[config.mk]
export PLATFORM = sky130hd
export DESIGN_NAME = dpwm_dac
export DESIGN_NICKNAME = d
export VERILOG_FILES = /design/src/rtl/dpwm_pkg.sv /design/src/rtl/dpwm_step_counter.sv /design/src/rtl/dpwm_data_latch.sv /design/src/rtl/dpwm_slot_eval.sv /design/src/rtl/dpwm_dac.sv
export SDC_FILE = /design/constraint.sdc
export NUM_CORES = 1
export LEC_CHECK = 0
export BUFFER_PORTS_ARGS = -buffer_cell sky130_fd_sc_hd__buf_2
export CAP_MARGIN = 10
export CORE_UTILIZATION = 53
export DETAILED_ROUTE_END_ITERATION = 8
export PLACE_DENSITY = 0.73
export SETUP_SLACK_MARGIN = 0.1
export SLEW_MARGIN = 20
export SYNTH_ARGS = -nofsm -noshare
export SYNTH_HDL_FRONTEND = slang
export SYNTH_SLANG_ARGS = --single-unit
[constraint.sdc]
create_clock -name clk -period 4.7 [get_ports clk]
set_input_delay 0.94 -clock clk [delete_from_list [all_inputs] [get_ports clk]]
set_output_delay 0.94 -clock clk [all_outputs]
set_load 0.05 [all_outputs]
[src/rtl/dpwm_pkg.sv]
// Shared definitions for the dithered PWM D/A timer.
// Assumes: nothing beyond the standard language.
package dpwm_pkg;

    // Base-cycle length selection as seen by the shaping logic.
    typedef enum logic {
        MODE_SHORT_BASE = 1'b0,
        MODE_LONG_BASE  = 1'b1
    } base_mode_e;

endpackage

[src/rtl/dpwm_step_counter.sv]
// Step position counter for one conversion cycle.
// Advances once per step tick and wraps after 2**CNT_W steps. It exposes
// the position it will hold after the coming edge, plus a wrap flag that is
// high in the clock whose edge returns the position to zero.
// Assumes: step_en is synchronous to clk.
module dpwm_step_counter #(
    parameter int CNT_W = 14
) (
    input  logic             clk,
    input  logic             rst_n,
    input  logic             step_en,
    output logic [CNT_W-1:0] cnt_next,
    output logic             wrap
);

    localparam logic [CNT_W-1:0] LAST_STEP = '1;
    localparam logic [CNT_W-1:0] ONE       = {{(CNT_W-1){1'b0}}, 1'b1};

    logic [CNT_W-1:0] cnt_q;

    // Next position and boundary detection.
    always_comb begin
        wrap     = step_en && (cnt_q == LAST_STEP);
        cnt_next = step_en ? cnt_q + ONE : cnt_q;
    end

    // Position register.
    always_ff @(posedge clk) begin
        if (!rst_n) begin
            cnt_q <= '0;
        end else begin
            cnt_q <= cnt_next;
        end
    end

endmodule

[src/rtl/dpwm_data_latch.sv]
// Boundary latch for the code, the mode and the polarity.
// Captures the inputs only when load is high and otherwise holds them. The
// value that will be in force after the coming edge is given combinationally.
// Assumes: load is high for one clock per conversion boundary.
module dpwm_data_latch #(
    parameter int DATA_W = 14
) (
    input  logic              clk,
    input  logic              rst_n,
    input  logic              load,
    input  logic [DATA_W-1:0] data_in,
    input  logic              long_in,
    input  logic              inv_in,
    output logic [DATA_W-1:0] data_next,
    output logic              long_next,
    output logic              inv_next
);

    logic [DATA_W-1:0] data_q;
    logic              long_q;
    logic              inv_q;

    // Select between the held and the freshly sampled values.
    always_comb begin
        data_next = load ? data_in : data_q;
        long_next = load ? long_in : long_q;
        inv_next  = load ? inv_in  : inv_q;
    end

    // Held copies; reset to a zero code with non-inverted polarity.
    always_ff @(posedge clk) begin
        if (!rst_n) begin
            data_q <= '0;
            long_q <= 1'b0;
            inv_q  <= 1'b0;
        end else begin
            data_q <= data_next;
            long_q <= long_next;
            inv_q  <= inv_next;
        end
    end

endmodule

[src/rtl/dpwm_slot_eval.sv]
// Active-level decision for one base-cycle geometry.
// pos is the step inside the base cycle and idx is the base-cycle number.
// A step is active while pos is below basic. The step at pos == basic is
// also active when the bit-reversed idx is below add.
// Assumes: purely combinational; widths are chosen by the parent.
module dpwm_slot_eval #(
    parameter int POS_W = 8,
    parameter int IDX_W = 6
) (
    input  logic [POS_W-1:0] pos,
    input  logic [POS_W-1:0] basic,
    input  logic [IDX_W-1:0] idx,
    input  logic [IDX_W-1:0] add,
    output logic             active
);

    logic [IDX_W-1:0] idx_rev;

    // Mirror the base-cycle number so extra steps spread evenly.
    for (genvar b = 0; b < IDX_W; b++) begin : g_rev
        assign idx_rev[b] = idx[IDX_W-1-b];
    end

    // Basic pulse, then at most one extra step.
    always_comb begin
        active = (pos < basic) || ((pos == basic) && (idx_rev < add));
    end

endmodule

[src/rtl/dpwm_dac.sv]
// Dithered PWM digital-to-analog timer, top level.
// A step counter runs through one conversion cycle. A boundary latch holds
// the code for that cycle. Two slot evaluators, one per base-cycle length,
// decide the active level, and a registered output stage drives the pins.
// Every register on the output path is loaded from next-state values, so
// pwm_out and conv_strobe line up with the step position held in the counter.
// Assumes: DATA_W equals the counter width; LONG_POS_W and SHORT_POS_W are
// both below DATA_W.
module dpwm_dac
    import dpwm_pkg::*;
#(
    parameter int DATA_W      = 14,
    parameter int LONG_POS_W  = 8,
    parameter int SHORT_POS_W = 6
) (
    input  logic              clk,
    input  logic              rst_n,
    input  logic              step_en,
    input  logic [DATA_W-1:0] dac_data,
    input  logic              long_base,
    input  logic              invert,
    output logic              pwm_out,
    output logic              conv_strobe
);

    localparam int LONG_IDX_W  = DATA_W - LONG_POS_W;
    localparam int SHORT_IDX_W = DATA_W - SHORT_POS_W;

    logic [DATA_W-1:0] cnt_next;
    logic              wrap;
    logic [DATA_W-1:0] data_next;
    logic              long_next;
    logic              inv_next;
    logic              act_long;
    logic              act_short;
    logic              slot_active;
    base_mode_e        mode_sel;
    logic              pwm_q;
    logic              strobe_q;

    dpwm_step_counter #(.CNT_W(DATA_W)) u_counter (
        .clk      (clk),
        .rst_n    (rst_n),
        .step_en  (step_en),
        .cnt_next (cnt_next),
        .wrap     (wrap)
    );

    dpwm_data_latch #(.DATA_W(DATA_W)) u_latch (
        .clk       (clk),
        .rst_n     (rst_n),
        .load      (wrap),
        .data_in   (dac_data),
        .long_in   (long_base),
        .inv_in    (invert),
        .data_next (data_next),
        .long_next (long_next),
        .inv_next  (inv_next)
    );

    // 256-step base cycles: upper 8 bits basic, lower 6 bits additional.
    dpwm_slot_eval #(.POS_W(LONG_POS_W), .IDX_W(LONG_IDX_W)) u_eval_long (
        .pos    (cnt_next[LONG_POS_W-1:0]),
        .basic  (data_next[DATA_W-1:LONG_IDX_W]),
        .idx    (cnt_next[DATA_W-1:LONG_POS_W]),
        .add    (data_next[LONG_IDX_W-1:0]),
        .active (act_long)
    );

    // 64-step base cycles: upper 6 bits basic, lower 8 bits additional.
    dpwm_slot_eval #(.POS_W(SHORT_POS_W), .IDX_W(SHORT_IDX_W)) u_eval_short (
        .pos    (cnt_next[SHORT_POS_W-1:0]),
        .basic  (data_next[DATA_W-1:SHORT_IDX_W]),
        .idx    (cnt_next[DATA_W-1:SHORT_POS_W]),
        .add    (data_next[SHORT_IDX_W-1:0]),
        .active (act_short)
    );

    // Pick the evaluator that matches the sampled mode.
    always_comb begin
        mode_sel    = base_mode_e'(long_next);
        slot_active = (mode_sel == MODE_LONG_BASE) ? act_long : act_short;
    end

    // Output stage: polarity applied, boundary strobe registered.
    always_ff @(posedge clk) begin
        if (!rst_n) begin
            pwm_q    <= 1'b0;
            strobe_q <= 1'b0;
        end else begin
            pwm_q    <= slot_active ^ inv_next;
            strobe_q <= wrap;
        end
    end

    assign pwm_out     = pwm_q;
    assign conv_strobe = strobe_q;

endmodule

==> insert_results.sql <==
INSERT INTO impl_metrics (metric_group, metric, value, unit) VALUES
('layout', 'syn_to_final_growth', '11.1', '%'),
('floorplan', 'die_area', '3710', 'sq um'),
('grt', 'met2_usage', '0.369', ''),
('worst_setup_path', 'crit_path_top_delay_cell', 'sky130_fd_sc_hd__and4bb_1', ''),
('logic_synthesis', 'synthesis.yosys.warnings', '0', ''),
('placement', 'detailed_place_hpwl', '2.78', 'mm'),
('run_status', 'outcome', 'complete, no violations', ''),
('sta', 'max_slew_vio_count', '0', ''),
('grt', 'grt_util_met3', '0.0448', ''),
('clock_tree', 'post_cts_buffers', '0', ''),
('layout', 'fin_cells', '256', ''),
('sta', 'fin_setup_tns', '0', 'ns'),
('drt', 'drt-total-wl', '3.54', 'mm'),
('layout', 'fillerInstances', '295', ''),
('grt', 'track_usage', '0.228', ''),
('floorplan', 'num_rows', '21', ''),
('sta', 'hold_slack', '0.543', 'ns'),
('power_and_ir_drop', 'power_density', '242', 'nW/um^2'),
('logic_synthesis', 'synth.yosys.seq_area_share', '0.348', ''),
('worst_setup_path', 'crit_path_start_kind', 'input port', ''),
('grt', 'first_pass_grt_wire_length', '6.06', 'mm'),
('layout', 'number_of_antenna_diodes', '0', ''),
('grt', 'grt.met1_usage', '0.291', ''),
('run', 'drv.max_cap_violation_count', '0', ''),
('worst_setup_path', 'critical_path_class', 'in -> reg', ''),
('power_and_ir_drop', 'peakVddDrop', '0.000181', 'V'),
('power_and_ir_drop', 'p_total', '0.495', 'mW'),
('logic_synthesis', 'synth.top_cells.by_area', 'sky130_fd_sc_hd__dfxtp_1, sky130_fd_sc_hd__ha_1, sky130_fd_sc_hd__mux2i_1', ''),
('logic_synthesis', 'fraction_of_synthesized_cell_area_taken_by_the_top_area_cell_type', '0.348', ''),
('clock_tree', 'cts_resized', '0', ''),
('logic_synthesis', 'synthesis.area_per_instance', '9.95', 'sq um'),
('clock_tree', 'worstSkewPairLatency', '0.33', 'ns'),
('layout', 'fin_util', '0.613', ''),
('clock_tree', 'worst_setup_hold_path_clk_slew', '0.09', 'ns'),
('logic_synthesis', 'postSynthRegisterBits', '32', ''),
('clock_tree', 'clk_root_buffer_cell', 'sky130_fd_sc_hd__clkbuf_4', ''),
('power_and_ir_drop', 'total_leakage_power', '0.907', 'nW'),
('sta', 'worst_slew_pin_slew', '0.622', 'ns'),
('grt', 'grt_max_degree', '33', ''),
('drt', 'drcViolationCount', '0', ''),
('drt', 'drtAntennaViolNets', '0', ''),
('drt', 'vias_per_cell', '5.45', ''),
('sta', 'max_freq', '0.260', 'GHz'),
('layout', 'regArea', '641', 'sq um'),
('layout', 'final_nets', '250', ''),
('worst_setup_path', 'arrival', '4.07', 'ns'),
('grt', 'antenna_found_initial', '0', ''),
('worst_setup_path', 'critPathMaxFanout', '8', ''),
('drt', 'drt_first_pass_iters', '4', ''),
('floorplan', 'initial_core_util', '0.552', ''),
('layout', 'layout-drive-gt1-share', '0.176', ''),
('logic_synthesis', 'synth_top_area_cell', 'sky130_fd_sc_hd__dfxtp_1', ''),
('sta', 'finalSetupViolations', '0', ''),
('worst_setup_path', 'end_kind', 'flip-flop', ''),
('clock_tree', 'htreeDepth', '2', ''),
('sta', 'finalClockSkew', '0.00206', 'ns'),
('floorplan', 'fp.coreArea', '3340', 'sq um'),
('floorplan', 'die-height', '60.9', 'um'),
('worst_setup_path', 'critical-path-top-delay-family', 'simple AND/OR/NAND/NOR gates', ''),
('placement', 'gp_congestion', '0.823', ''),
('hold_path', 'hp-class', 'reg -> reg', ''),
('worst_setup_path', 'crit_required', '4.93', 'ns'),
('grt', 'grt.overflow.total', '0', ''),
('sta', 'relSlewSlack', '0.575', ''),
('drt', 'total_number_of_vias', '1394', ''),
('grt', 'number_of_global_route_vias_before_repair', '1346', ''),
('clock_tree', 'max-clock-path-buffers', '2', ''),
('worst_setup_path', 'path_common_cell', 'sky130_fd_sc_hd__nand2_1', ''),
('layout', 'multi_input_combinational_cell_area', '1160', 'sq um'),
('placement', 'place.detailed.instances', '248', ''),
('clock_tree', 'cts_tree', 'built', '');
-- cells by family (layout without fill, tap and decap cells) --
family,count (synthesis),after routing,synth area share
muxes,18,18,0.101
AOI/OAI and AO/OA,20,20,0.0782
buffers and inverters,8,33,0.0211
DFF,32,32,0.348
and+or+nand+nor,72,72,0.240
xor gates and xnor gates,13,13,0.0619
adders and majority gates,22,22,0.150
-- synthesized netlist by cell type, drive strengths merged --
cell,count
nand3b,1
a21o,1
nor2b,19
nor2,7
buf,2
a21oi,6
and4bb,1
a211o,1
nand2,9
nand4,8
and2b,1
mux2i,16
a22oi,1
a311oi,1
nor4,2
clkbuf,3
xor2,6
o211ai,4
mux2,2
nor3,1
or2,1
and2,14
a211oi,3
nand3,4
and4,2
dfxtp,32
o21ai,2
and3,2
xnor2,7
inv,3
ha,22
a2111oi,1
-- metrics by stage --
| stage | setup slack [ns] | cell area (sq um) |
|---|---|---|
| detailed placement | 0.491 | 1990 |
| CTS | 0.860 | 2040 |
| finish | 0.858 | 2040 |
| global route | 0.575 | 2040 |
| floorplan | 1.08 | 1840 |
| global placement | 0.605 | 1990 |
-- worst reg2reg max path: stages (launching register included) --
cell and delay (ns):
sky130_fd_sc_hd__dfxtp_1 0.39, sky130_fd_sc_hd__ha_1 0.21, sky130_fd_sc_hd__nand3_1 0.13, sky130_fd_sc_hd__and4bb_1 0.54
sky130_fd_sc_hd__buf_4 0.25, sky130_fd_sc_hd__mux2i_1 0.31, sky130_fd_sc_hd__inv_1 0.09, sky130_fd_sc_hd__ha_1 0.28
sky130_fd_sc_hd__nand2_1 0.05, sky130_fd_sc_hd__a311oi_1 0.24, sky130_fd_sc_hd__nand2_1 0.10, sky130_fd_sc_hd__nor4_1 0.36
sky130_fd_sc_hd__nand3b_4 0.11, sky130_fd_sc_hd__a22oi_2 0.21, sky130_fd_sc_hd__mux2_4 0.32
-- cell usage in the layout, fill, tap and decap left out, types with 3 or more instances in the layout --
master | netlist | final
sky130_fd_sc_hd__dfxtp_1 | 32 | 32
sky130_fd_sc_hd__inv_1 | 3 | 3
sky130_fd_sc_hd__o211ai_1 | 4 | 4
sky130_fd_sc_hd__nand3_1 | 4 | 4
sky130_fd_sc_hd__buf_2 | 1 | 20
sky130_fd_sc_hd__nor2b_1 | 19 | 19
sky130_fd_sc_hd__a21oi_1 | 6 | 6
sky130_fd_sc_hd__nor2_1 | 6 | 6
sky130_fd_sc_hd__clkbuf_4 | 0 | 5
sky130_fd_sc_hd__and2_1 | 14 | 14
sky130_fd_sc_hd__nand4_1 | 7 | 7
sky130_fd_sc_hd__xor2_1 | 6 | 6
sky130_fd_sc_hd__mux2i_1 | 16 | 16
sky130_fd_sc_hd__xnor2_1 | 7 | 7
sky130_fd_sc_hd__nand2_1 | 9 | 9
sky130_fd_sc_hd__ha_1 | 22 | 22
-- per-layer routing --
metal  vias to the layer above  part of all wire
li1                        705                 -
met1                       658              0.48
met2                        26              0.47
met3                         5             0.033
met4                         0             0.017
met5                         -                 0
-- layout make-up --
type                    count  area share
flip-flops and latches     32       0.313
clock buffers               8      0.0288
well taps                  46      0.0282
inverters                   3     0.00551
repair buffers             22      0.0563
multi-input cells         145       0.568
-- registers in the layout, indices dropped and copies added, names as in the netlist --
register	cells
u_latch.data_q	14
u_latch.long_q	1
conv_strobe	1
pwm_out	1
u_latch.inv_q	1
u_counter.cnt_q	14
-- power breakdown --
group	total [mW]	internal, mW	switching [mW]	leakage (nW)
Combinational	0.0538	0.0257	0.0281	0.616
Clock	0.166	0.0738	0.0920	0.0326
Sequential	0.275	0.274	0.00181	0.258
Total	0.495	0.373	0.122	0.907
-- path summary, 6_finish.rpt --
path | startpoint | to | slack [ns] | depth (start not counted)
worst max-delay path | step_en | pwm_out$_SDFF_PN0_ | 0.86 | 14
worst min-delay path | u_latch.data_q[3]$_SDFF_PN0_ | u_latch.data_q[3]$_SDFF_PN0_ | 0.54 | 2
worst max register to register | u_counter.cnt_q[0]$_SDFF_PN0_ | pwm_out$_SDFF_PN0_ | 1.02 | 14
worst min register to register | u_latch.data_q[3]$_SDFF_PN0_ | u_latch.data_q[3]$_SDFF_PN0_ | 0.54 | 2
(Power assumes the default switching activity.)
